**config.mk**
```make
export PLATFORM = sky130hd
export DESIGN_NAME = tern_code_matcher
export DESIGN_NICKNAME = d
export VERILOG_FILES = /design/src/rtl/tcm_pkg.sv /design/src/rtl/tcm_lane.sv /design/src/rtl/tcm_selector.sv /design/src/rtl/tern_code_matcher.sv
export SDC_FILE = /design/constraint.sdc
export NUM_CORES = 1
export LEC_CHECK = 0
export BUFFER_PORTS_ARGS = -buffer_cell sky130_fd_sc_hd__buf_2
export CAP_MARGIN = 25
export CORE_MARGIN = 1.5
export CORE_UTILIZATION = 55
export DETAILED_ROUTE_END_ITERATION = 8
export GPL_TIMING_DRIVEN = 0
export HOLD_SLACK_MARGIN = 0.05
export PLACE_DENSITY_LB_ADDON = 0.05
export SLEW_MARGIN = 20
export SYNTH_ARGS = -nofsm -noshare
export SYNTH_HDL_FRONTEND = slang
export SYNTH_HIERARCHICAL = 1
export SYNTH_SLANG_ARGS = --single-unit
```
**constraint.sdc**
```tcl
create_clock -name clk -period 2.5 [get_ports clk]
set_input_delay 0.125 -clock clk [delete_from_list [all_inputs] [get_ports clk]]
set_output_delay 0.125 -clock clk [all_outputs]
set_load 0.1 [all_outputs]
```
**src/rtl/tcm_pkg.sv**
```systemverilog
package tcm_pkg;

  typedef enum logic [1:0] {
    STEP_HOLD = 2'd0,
    STEP_FWD  = 2'd1,
    STEP_BACK = 2'd2
  } step_e;

  // Button edges -> selector move; simultaneous edges cancel.
  function automatic step_e decide_step(input logic fwd_edge, input logic back_edge);
    if (fwd_edge && !back_edge)      return STEP_FWD;
    else if (back_edge && !fwd_edge) return STEP_BACK;
    else                             return STEP_HOLD;
  endfunction

endpackage

```
**src/rtl/tcm_lane.sv**
```systemverilog
module tcm_lane #(
  parameter int CODE_W = 5,
  parameter int CNT_W  = 9
) (
  input  logic              clk,
  input  logic              rst_n,
  input  logic              clear_i,
  input  logic              take_i,
  input  logic [CODE_W-1:0] bits_i,
  input  logic [CODE_W-1:0] care_i,
  input  logic [CODE_W-1:0] value_i,
  output logic              hit_o,
  output logic [CNT_W-1:0]  hits_q,
  output logic [CNT_W-1:0]  samples_q
);

  localparam logic [CNT_W-1:0] CNT_MAX = '1;

  function automatic logic code_match(input logic [CODE_W-1:0] b,
                                      input logic [CODE_W-1:0] c,
                                      input logic [CODE_W-1:0] v);
    return ((b ^ v) & c) == '0;
  endfunction

  function automatic logic [CNT_W-1:0] sat_inc(input logic [CNT_W-1:0] x);
    return (x == CNT_MAX) ? x : x + 1'b1;
  endfunction

  assign hit_o = take_i && code_match(bits_i, care_i, value_i);

  always_ff @(posedge clk or negedge rst_n) begin
    if (!rst_n) begin
      hits_q    <= '0;
      samples_q <= '0;
    end else if (clear_i) begin
      hits_q    <= '0;
      samples_q <= '0;
    end else begin
      if (take_i) samples_q <= sat_inc(samples_q);
      if (hit_o)  hits_q    <= sat_inc(hits_q);
    end
  end

endmodule

```
**src/rtl/tcm_selector.sv**
```systemverilog
module tcm_selector #(
  parameter int NUM_CLASSES = 6,
  parameter int ID_W        = 3
) (
  input  logic            clk,
  input  logic            rst_n,
  input  logic            btn_next_i,
  input  logic            btn_prev_i,
  output logic            step_fwd_o,
  output logic            step_back_o,
  output logic [ID_W-1:0] sel_q
);
  import tcm_pkg::*;

  localparam logic [ID_W-1:0] LAST = ID_W'(NUM_CLASSES - 1);

  logic  next_q, prev_q;
  step_e step;

  assign step        = decide_step(btn_next_i && !next_q, btn_prev_i && !prev_q);
  assign step_fwd_o  = (step == STEP_FWD);
  assign step_back_o = (step == STEP_BACK);

  always_ff @(posedge clk or negedge rst_n) begin
    if (!rst_n) begin
      next_q <= 1'b0;
      prev_q <= 1'b0;
      sel_q  <= '0;
    end else begin
      next_q <= btn_next_i;
      prev_q <= btn_prev_i;
      unique case (step)
        STEP_FWD:  sel_q <= (sel_q == LAST) ? '0 : sel_q + 1'b1;
        STEP_BACK: sel_q <= (sel_q == '0) ? LAST : sel_q - 1'b1;
        default:   sel_q <= sel_q;
      endcase
    end
  end

endmodule

```
**src/rtl/tern_code_matcher.sv**
```systemverilog
module tern_code_matcher #(
  parameter int NUM_CLASSES = 6,
  parameter int CODE_W      = NUM_CLASSES - 1,
  parameter int CNT_W       = 9,
  parameter int ID_W        = $clog2(NUM_CLASSES),
  parameter logic [NUM_CLASSES*CODE_W-1:0] CARE_TABLE =
    {5'b11111, 5'b11111, 5'b01111, 5'b00111, 5'b00011, 5'b00001},
  parameter logic [NUM_CLASSES*CODE_W-1:0] VALUE_TABLE =
    {5'b11111, 5'b01111, 5'b00111, 5'b00011, 5'b00001, 5'b00000},
  parameter logic [NUM_CLASSES*ID_W-1:0] ROW_MAP =
    {3'd2, 3'd1, 3'd4, 3'd0, 3'd5, 3'd3}
) (
  input  logic              clk,
  input  logic              rst_n,
  input  logic              clear_i,
  input  logic              sample_valid_i,
  input  logic [ID_W-1:0]   sample_class_i,
  input  logic [CODE_W-1:0] sample_bits_i,
  input  logic              btn_next_i,
  input  logic              btn_prev_i,
  output logic [ID_W-1:0]   disp_class_o,
  output logic [CNT_W-1:0]  disp_hits_o,
  output logic [CNT_W-1:0]  disp_samples_o,
  output logic              hit_o
);

  // Named internal events for the checker
  logic [NUM_CLASSES-1:0] lane_take;
  logic [NUM_CLASSES-1:0] lane_hit;
  logic                   step_fwd, step_back;

  logic [CNT_W-1:0] hits_arr    [NUM_CLASSES];
  logic [CNT_W-1:0] samples_arr [NUM_CLASSES];
  logic [ID_W-1:0]  sel_q;
  logic             hit_q;

  for (genvar c = 0; c < NUM_CLASSES; c++) begin : g_lane
    localparam int ROW = int'(ROW_MAP[c*ID_W +: ID_W]);
    localparam logic [CODE_W-1:0] CARE  = CARE_TABLE[ROW*CODE_W +: CODE_W];
    localparam logic [CODE_W-1:0] VALUE = VALUE_TABLE[ROW*CODE_W +: CODE_W];

    assign lane_take[c] = sample_valid_i && !clear_i && (sample_class_i == ID_W'(c));

    tcm_lane #(.CODE_W(CODE_W), .CNT_W(CNT_W)) lane_i (
      .clk       (clk),
      .rst_n     (rst_n),
      .clear_i   (clear_i),
      .take_i    (lane_take[c]),
      .bits_i    (sample_bits_i),
      .care_i    (CARE),
      .value_i   (VALUE),
      .hit_o     (lane_hit[c]),
      .hits_q    (hits_arr[c]),
      .samples_q (samples_arr[c])
    );
  end

  tcm_selector #(.NUM_CLASSES(NUM_CLASSES), .ID_W(ID_W)) sel_i (
    .clk         (clk),
    .rst_n       (rst_n),
    .btn_next_i  (btn_next_i),
    .btn_prev_i  (btn_prev_i),
    .step_fwd_o  (step_fwd),
    .step_back_o (step_back),
    .sel_q       (sel_q)
  );

  always_ff @(posedge clk or negedge rst_n) begin
    if (!rst_n) hit_q <= 1'b0;
    else        hit_q <= |lane_hit;
  end

  always_comb begin
    disp_hits_o    = '0;
    disp_samples_o = '0;
    for (int c = 0; c < NUM_CLASSES; c++) begin
      if (sel_q == ID_W'(c)) begin
        disp_hits_o    = hits_arr[c];
        disp_samples_o = samples_arr[c];
      end
    end
  end

  assign disp_class_o = sel_q;
  assign hit_o        = hit_q;

endmodule

```
Word-level counts from Yosys, hierarchy flattened --
Cells that the tools add are included.
Word-level totals: register bits 114, input bits 14, output and inout bits 22, word-level logic and storage cells 180
Cells by class: add/sub/neg operators 14, eq/ne operators 36, muxes and demuxes 53, bitwise logic cells 5, reduce and logical (&&, ||, !) cells 56
Operators with widths (count):
- $mux 9 | 48
- $add 9x1->9 const B | 12
- $eq 9x9->1 const B | 12
- $logic_not 5->1 | 6
- $reduce_bool 2->1 | 13
- $ne 2x2->1 const B | 12
- $reduce_and 2->1 | 12
- $logic_and 1x1->1 | 17
- $eq 3x2->1 const B | 4
- $eq 3x3->1 const B | 4
- $eq 3x1->1 const B | 2
- $logic_not 3->1 | 2
- $mux 3 | 2
- $pmux 3 s2 | 1
- $reduce_or 6->1 | 1
- $logic_not 1->1 | 5
- $not 5->5 | 1
- $mux 2 | 2
- $not 4->4 | 1
- $add 3x1->3 const B | 1
- $not 3->3 | 1
- $sub 3x1->3 const B | 1
- $eq 2x1->1 const B | 1
- $eq 2x2->1 const B | 1
- 2 further kinds | 2

Logic depth before layout (Yosys ltp) --
Gate-level depths: netlist of run 1.
word-level depth 8, gate-level depth with buffers 10, mapped depth without buffers 9

Cells and area by module --
Netlist of run 1, hierarchy kept.
Modules (own cells, without submodules):
- tcm_lane at g_lane[0].lane_i ... | times used 5, cells each 110, area each 1106.1 µm², seq. area each 450.4 µm²
- tern_code_matcher | times used 1, cells each 165, area each 1196.1 µm², seq. area each 25.0 µm²
- tcm_lane at g_lane[3].lane_i | times used 1, cells each 98, area each 983.4 µm², seq. area each 450.4 µm²
- tcm_selector | times used 1, cells each 29, area each 294.0 µm², seq. area each 125.1 µm²

Worst setup path after synthesis of run 1 --
No wires, ideal clock.
path kind reg2out, start point reg sel_i.sel_q[0], end point out disp_hits_o[3], arrival time 3.138 ns, required time 2.375 ns, setup slack -0.763 ns, stages on the path, launching flop included 6, path buffers 2, cells stage by stage dfrtp_1 -> buf_2 -> buf_2 -> nand3b_1 -> o21a_1 -> o211ai_1
On the way: longest elaborated chain between the ends 7, elaborated cells between the ends (all ways) 12, classes of those cells 5 x eq/ne; 6 x mux; 1 x reduce/logical
Ends and longest elaborated chain:
- start: declaration | line tcm_selector.sv:11 | output logic [ID_W-1:0] sel_q
- start signal: assignment | line tcm_selector.sv:33 | STEP_FWD: sel_q <= (sel_q == LAST) ? '0 : sel_q + 1'b1;
- start signal: assignment | line tcm_selector.sv:34 | STEP_BACK: sel_q <= (sel_q == '0) ? LAST : sel_q - 1'b1;
- start signal: assignment | line tcm_selector.sv:35 | default: sel_q <= sel_q;
- $logic_not 3->1 | line tern_code_matcher.sv:77 | if (sel_q == ID_W'(c)) begin
- $mux 9 (5 in a row) | line tern_code_matcher.sv:77
- $mux 9 * | line tern_code_matcher.sv:77
- end: declaration | line tern_code_matcher.sv:22 | output logic [CNT_W-1:0] disp_hits_o,
Mark *: on every way between the ends. The rest lies on a longest branch, timed or not.

Worst setup path in the final report of run 1 --
start point reg sel_i.sel_q[2], end point out disp_hits_o[8]
Same word-level chain as after synthesis.

==> results of run 1 <==
routing by layer:
metal | vias up | GRT usage | share of wire
li1 | 3197 | - | -
met1 | 3286 | 0.376 | 0.46
met2 | 168 | 0.440 | 0.47
met3 | 29 | 0.0526 | 0.044
met4 | 0 | 0.108 | 0.022
met5 | - | 0 | 0
placed cells by master, fill, tap and decap left out, types with 19 or more instances in the layout:
cell type	instances
xor2_1	61
nand3b_1	19
nand2b_1	28
nand4_1	24
mux2i_1	43
nor4_1	26
nand2_1	46
clkbuf_1	27
and3_1	28
mux2_2	20
conb_1	60
dfrtp_1	111
buf_2	29
ha_1	26
nor2b_1	61
nor2_1	100
flip-flops by register name, indices dropped and copies added, names as in the netlist:
register / flops
g_lane.lane_i/samples_q: 54
sel_i/prev_q: 1
hit_o: 1
g_lane.lane_i/hits_q: 54
sel_i/next_q: 1
sel_i/sel_q: 3
final cells by class:
class	count	area, um2	area share
well taps	180	225	0.0239
inverters	8	30.0	0.00318
multi-input cells	733	5110	0.541
clock inverters	9	179	0.0190
flip-flops and latches	114	2860	0.304
repair buffers	42	327	0.0346
plain buffers	43	235	0.0249
clock buffers	23	468	0.0496
stage by stage:
| stage | power, uW | instances | hold slack (ns) | cell area, um2 | utilization |
|---|---|---|---|---|---|
| after global placement | 3150 | 1113 | 0.249 | 8620 | 0.614 |
| final | 5920 | 1152 | 0.234 | 9440 | 0.672 |
| after global routing | 6150 | 1152 | 0.289 | 9440 | 0.672 |
| after CTS | 5910 | 1149 | 0.238 | 9360 | 0.666 |
| after detailed placement | 3190 | 1114 | 0.126 | 8660 | 0.617 |
| after floorplan | 2880 | 898 | -0.171 | 8220 | - |
critical path: stages (launching register included):
cell and delay [ns]:
dfrtp_4 0.51, clkbuf_4 0.21, clkbuf_4 0.21, buf_2 0.21
o211ai_1 0.25, buf_2 0.47
what timing repair did:
action,CTS,global route
setup endpoints to repair,10,16
gates resized for setup,10,17
setup buffers,0,3
hold endpoints to repair,56,0
pin swaps,0,0
hold buffers,3,0
report_power, final:
| group | internal [uW] | switching (uW) |
|---|---|---|
| combinational | 417 | 866 |
| sequential | 1880 | 42.8 |
| clock | 1820 | 886 |
| total | 4120 | 1790 |
how the worst min path moves through the flow:
stage / start / end / slack [ns]
6_report: rst_n / g_lane[5].lane_i/hits_q[1] / 0.23
5_1_grt: rst_n / g_lane[5].lane_i/hits_q[1] / 0.29
4_1_cts: rst_n / g_lane[5].lane_i/hits_q[1] / 0.24
3_5_place_dp: rst_n / g_lane[5].lane_i/hits_q[1] / 0.13
3_3_place_gp: btn_prev_i / sel_i/prev_q / 0.25
2_1_floorplan: rst_n / g_lane[0].lane_i/hits_q[0] / -0.17
==> results.yml, run 1 <==
sta:
  finalClockSkew_ns: 0.00826
  fin_ws_ns: 0.0930
  max_freq_mhz: 415
  fin_tns_setup_ns: 0
  period_share: 0.963
  tightest_slew_ns: 0.547
  setup_viol: 0
  hold_violations: 0
  timing.slew.headroom: 0.632
  period_needed_ns: 2.41
  drv_slew: 0
  rsz0062_at_grt: "no"
layout:
  drive_above_1_share: 0.143
  antennaDiodeCount: 0
  nFillCells: 1109
  nNetsFinal: 999
  syn2layout_area_growth_pct: 18.1
pwr:
  vdd.ir_drop.worst_uv: 598
  power_leakage_uw: 0.00415
  powerDensity_nw_per_um2: 627
drt:
  vias: 6680
  routed_wl_um: 19700
  route.detailed.drc: 0
  ant_nets: 0
  dr.pass1.iters: 5
  first_iter_violations: 477
  wire_per_inst_um: 17.1
  via_per_inst: 5.80
grt:
  grt_start_max_net_pins: 61
  grt_util_all_layers: 0.277
  grt_first_pass_wirelength_um: 32100
  grt_antenna_before_repair: 0
  grt_pass1_vias: 6404
  overflow: 0
critical_path:
  rr_endpoint: "g_lane[4].lane_i/samples_q[5]"
  critPathCaptureType: "output port"
  reg2regPathDepth: 9
  crit_fanout: 10
  path_class: "flop to output port"
  worstReg2RegStart: "g_lane[4].lane_i/samples_q[0]"
  startpoint: "sel_i/sel_q[2]"
  cp.arrival_ns: 2.28
  critPathLaunchType: "flop"
  crit_end: "disp_hits_o[8]"
  reg2reg_slack_ns: 0.20
  cp.required_ns: 2.38
die:
  core_um2: 14000
  dieHeight_um: 124
  pin_count: 36
  initial_utilization: 0.569
  dieArea_um2: 15300
  rows: 43
  die-width_um: 124
clocking:
  cts_buffers: 17
  clk_pin_slew_ns: 0.06
  cts_tree: "yes"
  htreeDepth: 4
  root_buffer: "clkbuf_16"
  clock_latency_ns: 0.43
  cts_buffer_depth: 2
  clock-sinks: 114
place:
  place_ws_ns: 0.155
  place.gp.congestion: 0.892
  port_buffers: 35
  dp_hpwl_um: 14200
yosys:
  syn-instance-count: 840
  syn_area_per_cell_um2: 9.51
  synth_warnings: 6
  synth.cell_area_um2: 7990
status:
  status: "finished clean"
min_path:
  hold_path_class: "primary input to asynchronous set/reset pin"
run:
  maxCapViolations: 0
Note: power is estimated with default switching activity, not from simulation.
==> run 2, diff against run 1 <==
Settings changed: CORE_ASPECT_RATIO set to 0.8.
==> results.yml, run 2 (same netlist as run 1, synthesis figures left out) <==
critical_path:
  path_class: "flop to output port"
  critPathLaunchType: "flop"
  cp.arrival_ns: 2.30
  critPathCaptureType: "output port"
  crit_fanout: 10
  cp.required_ns: 2.38
pwr:
  power_leakage_uw: 0.00415
  vdd.ir_drop.worst_uv: 1120
  powerDensity_nw_per_um2: 626
grt:
  grt_util_all_layers: 0.273
  grt_pass1_vias: 6395
  overflow: 0
  grt_antenna_before_repair: 0
  grt_first_pass_wirelength_um: 32100
  grt_start_max_net_pins: 63
die:
  core_um2: 14200
  rows: 39
  die-width_um: 138
  dieHeight_um: 111
  pin_count: 36
  dieArea_um2: 15300
  initial_utilization: 0.561
sta:
  drv_slew: 0
  tightest_slew_ns: 0.574
  max_freq_mhz: 412
  finalClockSkew_ns: 0.00639
  fin_tns_setup_ns: 0
  setup_viol: 0
  hold_violations: 0
  period_share: 0.971
  holdWs_ns: 0.233
  fin_ws_ns: 0.0723
  timing.slew.headroom: 0.614
  period_needed_ns: 2.43
clocking:
  cts_buffer_depth: 2
  clk_pin_slew_ns: 0.06
  clock_latency_ns: 0.42
  htreeDepth: 4
  cts_buffers: 17
  cts_tree: "yes"
  clock-sinks: 114
  root_buffer: "clkbuf_16"
layout:
  syn2layout_area_growth_pct: 17.7
  instances_no_fill: 1156
  nFillCells: 1158
  nNetsFinal: 999
  final_common_cell: "dfrtp_1"
  final_area_um2: 9400
  drive_above_1_share: 0.144
  regArea_um2: 2860
  multiInputGateArea_um2: 5100
  antennaDiodeCount: 0
  layout_common_cells: "dfrtp_1 (111), nor2_1 (100), nor2b_1 (61), xor2_1 (61), conb_1 (60)"
  reg_top3: "g_lane.lane_i/hits_q (54), g_lane.lane_i/samples_q (54), sel_i/sel_q (3)"
place:
  dpl.cell_count: 1118
  port_buffers: 35
  place_area_um2: 8660
  place_ws_ns: 0.185
  place.gp.congestion: 0.930
  dp_hpwl_um: 14300
min_path:
  hold_path_class: "primary input to asynchronous set/reset pin"
drt:
  vias: 6618
  route.detailed.drc: 0
  routed_wl_um: 19400
  via_per_inst: 5.72
  ant_nets: 0
  dr.pass1.iters: 5
  wire_per_inst_um: 16.8
  first_iter_violations: 436
run:
  maxCapViolations: 0
status:
  status: "finished clean"
run 2: cell types whose count changed in the layout (fill, tap and decap cells not counted), moves of 2 or more:
cell,delta
buf_4,+6
clkbuf_1,-2
buf_2,+2
buf_6,-7
clkinv_2,+2
run 2: stage by stage:
| stage | total power [uW] | utilization |
|---|---|---|
| after detailed placement | 3190 | 0.608 |
| after CTS | 5880 | 0.657 |
| after floorplan | 2880 | - |
| final | 5890 | 0.660 |
| after global routing | 6110 | 0.660 |
| after global placement | 3150 | 0.606 |
run 2: worst paths after layout:
| path | startpoint | to | slack, ns | cells after the start |
|---|---|---|---|---|
| min in group clk | clear_i | g_lane[3].lane_i/samples_q[2] | 0.34 | 3 |
| worst min-delay path | rst_n | g_lane[5].lane_i/hits_q[2] | 0.23 | 2 |
| worst max register to register | g_lane[5].lane_i/hits_q[0] | g_lane[5].lane_i/hits_q[5] | 0.17 | 8 |
| worst max-delay path | sel_i/sel_q[1] | disp_samples_o[6] | 0.07 | 6 |
| worst min register to register | g_lane[0].lane_i/samples_q[8] | g_lane[0].lane_i/samples_q[8] | 0.56 | 2 |
| max in group asynchronous | rst_n | sel_i/sel_q[0] | 1.54 | 3 |
run 2: layout make-up:
cell class	count	area share
clock inverter	10	0.0193
timing repair buffer	42	0.0317
inverter	8	0.00319
clock buffer	22	0.0494
sequential	114	0.305
tap	184	0.0245
buffer	43	0.0249
multi-input combinational	733	0.542
run 2: repair_timing:
action / 4_1_cts / 5_1_grt
hold buffers: 3 / 0
buffers inserted: 0 / 3
endpoints found under the hold margin: 54 / 0
endpoints found under the setup margin: 10 / 11
pin swaps: 0 / 0
gates resized for setup: 10 / 8
run 2: worst max-delay path, cell delays in order, from the launching register on:
cell and delay, ns:
dfrtp_4 0.52, buf_8 0.18, clkbuf_1 0.20, nand3b_1 0.20, o21a_1 0.12, o211ai_1 0.30
buf_4 0.35
run 2: power breakdown:
part / switching (uW) / total [uW] / internal, uW
Combinational: 867 / 1280 / 412
Clock: 867 / 2680 / 1820
Sequential: 39.6 / 1920 / 1880
Total: 1770 / 5890 / 4110
run 2: per-layer routing:
| metal | share of wire | up-vias | track usage |
|---|---|---|---|
| met1 | 0.47 | 3213 | 0.390 |
| met3 | 0.059 | 25 | 0.0636 |
| met5 | 0 | - | 0 |
| li1 | - | 3201 | - |
| met2 | 0.45 | 179 | 0.413 |
| met4 | 0.016 | 0 | 0.0771 |
==> run 3, diff against run 2 <==
Settings changed: SETUP_SLACK_MARGIN set to 0.02, SYNTH_HIERARCHICAL 1 to not set.
==> results.yml, run 3 <==
status:
  status: "complete, but fails checks"
  failed_checks: "negative setup slack"
critical_path:
  cp.arrival_ns: 2.45
  cp.required_ns: 2.38
  path_class: "flop to output port"
  worstReg2RegStart: "g_lane[5].lane_i.hits_q[0]"
  crit_fanout: 5
  reg2regPathDepth: 8
  critPathLaunchType: "flop"
  critPathCaptureType: "output port"
  reg2reg_slack_ns: 0.09
  rr_endpoint: "g_lane[5].lane_i.hits_q[5]"
min_path:
  worstHoldStart: "sample_bits_i[1]"
  hold_path_class: "primary input to flop"
  hold_end: "g_lane[4].lane_i.hits_q[1]"
  hold_depth: 4
yosys:
  synth_ff_type: "dfrtp_1"
  syn-instance-count: 782
  synth.cell_area_um2: 6950
  yosys.cell_count.top_type: "dfrtp_1"
  synth-seq-cells: 114
  netlist.area_leader.share: 0.411
  synth_warnings: 0
  yosysUniqueCellTypes: 46
  ys_top_cells_by_area: "dfrtp_1 (41%), nor2_1 (4.9%), ha_1 (4.7%), xnor2_1 (4.4%), nand2_1 (3.8%)"
  synth_edf_count: 0
  synthArstFlopShare: 1.00
  yosys.area.top_type: "dfrtp_1"
  syn_area_per_cell_um2: 8.88
  ys_seq_area_frac: 0.411
  synth_commonest_cells: "dfrtp_1 (114), nor2_1 (91), nand2_1 (70)"
  syn_nets: 822
clocking:
  cts_tree: "yes"
  cts_buffer_depth: 2
  clock_latency_ns: 0.42
  root_buffer: "clkbuf_16"
  cts_buffers: 17
  htreeDepth: 4
  clock-sinks: 114
  clk_pin_slew_ns: 0.05
pwr:
  intPower_uw: 5540
  p_clk_frac: 0.261
  power_frac_seq: 0.194
  swShare: 0.453
  p_comb_frac: 0.545
  power_leakage_uw: 0.00359
  powerDensity_nw_per_um2: 1140
  total_power_uw: 10100
  vdd.ir_drop.worst_uv: 1030
  p_switching_uw: 4590
sta:
  hold_violations: 0
  rsz0062_at_grt: "yes"
  max_freq_mhz: 388
  tightest_slew_ns: 0.891
  holdWs_ns: 0.145
  fin_ws_ns: -0.0746
  period_share: 1.03
  period_needed_ns: 2.57
  timing.slew.headroom: 0.403
  drv_slew: 0
  setup_viol: 13
  finalClockSkew_ns: 0.00658
drt:
  vias: 6648
  wire_per_inst_um: 21.4
  dr.pass1.iters: 5
  routed_wl_um: 22100
  first_iter_violations: 720
  via_per_inst: 6.44
  route.detailed.drc: 0
  ant_nets: 0
grt:
  grt_antenna_before_repair: 0
  grt.busiest_layer: "met2"
  grtUsageMet1: 0.492
  grt_pass1_vias: 6398
  grt_util_met3: 0.0764
  grt_util_all_layers: 0.345
  grt_use_met2: 0.513
  grt_first_pass_wirelength_um: 34900
  grt_start_max_net_pins: 73
  overflow: 0
place:
  dp_hpwl_um: 15000
  dpl.cell_count: 988
  port_buffers: 34
  place.gp.congestion: 0.955
  place_ws_ns: -0.253
layout:
  nNetsFinal: 888
  syn2layout_area_growth_pct: 28.0
  drive_above_1_share: 0.186
  instances_no_fill: 1032
  layout_common_cells: "dfrtp_1 (111), nor2_1 (90), nand2_1 (70), nand3_1 (44), xnor2_1 (35)"
  final_common_cell: "dfrtp_1"
  nFillCells: 938
  post-route-util: 0.725
  reg_top3: "g_lane.lane_i.hits_q (54), g_lane.lane_i.samples_q (54), sel_i.sel_q (3)"
  antennaDiodeCount: 0
die:
  initial_utilization: 0.567
  pin_count: 36
  die-width_um: 129
  dieHeight_um: 104
  dieArea_um2: 13300
  core_um2: 12300
  rows: 36
run:
  maxCapViolations: 0
[run 3: per-stage QoR]
stage | instance area (um2) | TNS (ns)
floorplan | 7290 | -1.47
global placement | 7680 | -13.36
detailed placement | 7710 | -2.54
CTS | 8730 | -0.394
global route | 8890 | -1.33
finish | 8890 | -0.512
[run 3: cell families after synthesis]
family / count (synthesis) / share of synthesized area
fa+ha+maj: 26 / 0.0468
flops: 114 / 0.411
buf+inv: 57 / 0.0322
compound gates: 130 / 0.124
mux: 15 / 0.0218
xor+xnor: 65 / 0.0820
simple gates: 375 / 0.282
[run 3: layer usage]
| metal | part of all wire | vias to the layer above | wire [um] |
|---|---|---|---|
| met5 | 0 | - | 0 |
| met4 | 0.030 | 0 | 653 |
| met3 | 0.085 | 56 | 1870 |
| met2 | 0.46 | 359 | 10100 |
| met1 | 0.43 | 3280 | 9470 |
| li1 | - | 2953 | - |
[run 3: worst max-delay path: stages (launching register included)]
cell and delay, ns:
dfrtp_4 0.52, buf_8 0.14, and2_4 0.15, ha_4 0.18
nor2_4 0.23, buf_4 0.19, o211ai_1 0.14, a31oi_4 0.28
buf_12 0.21
[run 3: worst max path at each step]
| stage | startpoint | endpoint | slack, ns | depth (start not counted) |
|---|---|---|---|---|
| 2_1_floorplan | sel_i.sel_q[1] | disp_hits_o[3] | -0.15 | 9 |
| 3_3_place_gp | rst_n | sel_i.sel_q[1] | -0.46 | 1 |
| 3_5_place_dp | sel_i.sel_q[0] | disp_hits_o[1] | -0.25 | 9 |
| 4_1_cts | sel_i.sel_q[0] | disp_samples_o[7] | -0.06 | 8 |
| 5_1_grt | sel_i.sel_q[1] | disp_hits_o[0] | -0.12 | 8 |
| 6_report | sel_i.sel_q[1] | disp_hits_o[0] | -0.07 | 8 |
[run 3: cell type report]
| type | count | area (um2) | share of cell area |
|---|---|---|---|
| inverters | 9 | 33.8 | 0.00380 |
| repair buffers | 52 | 599 | 0.0674 |
| multi-input cells | 612 | 4310 | 0.485 |
| plain buffers | 42 | 233 | 0.0262 |
| well taps | 171 | 214 | 0.0241 |
| flip-flops and latches | 114 | 2860 | 0.322 |
| clock inverters | 9 | 151 | 0.0170 |
| clock buffers | 23 | 488 | 0.0549 |
[run 3: timing repair]
item                                    CTS  global route
endpoints found under the setup margin   23            44
pin swaps                                 9             9
hold buffers                              3             0
buffers inserted                         12             1
endpoints found under the hold margin    44             0
gates cloned                              2             0
resized for setup                        72            40
[run 3: power groups by stage]
stage / Clock [uW] / Sequential (uW) / Combinational, uW
finish: 2640 / 1960 / 5520
global route: 2730 / 1970 / 5670
CTS: 2650 / 1950 / 5260
detailed placement: 0 / 1980 / 4370
global placement: 0 / 1970 / 4310
floorplan: 0 / 2150 / 3390
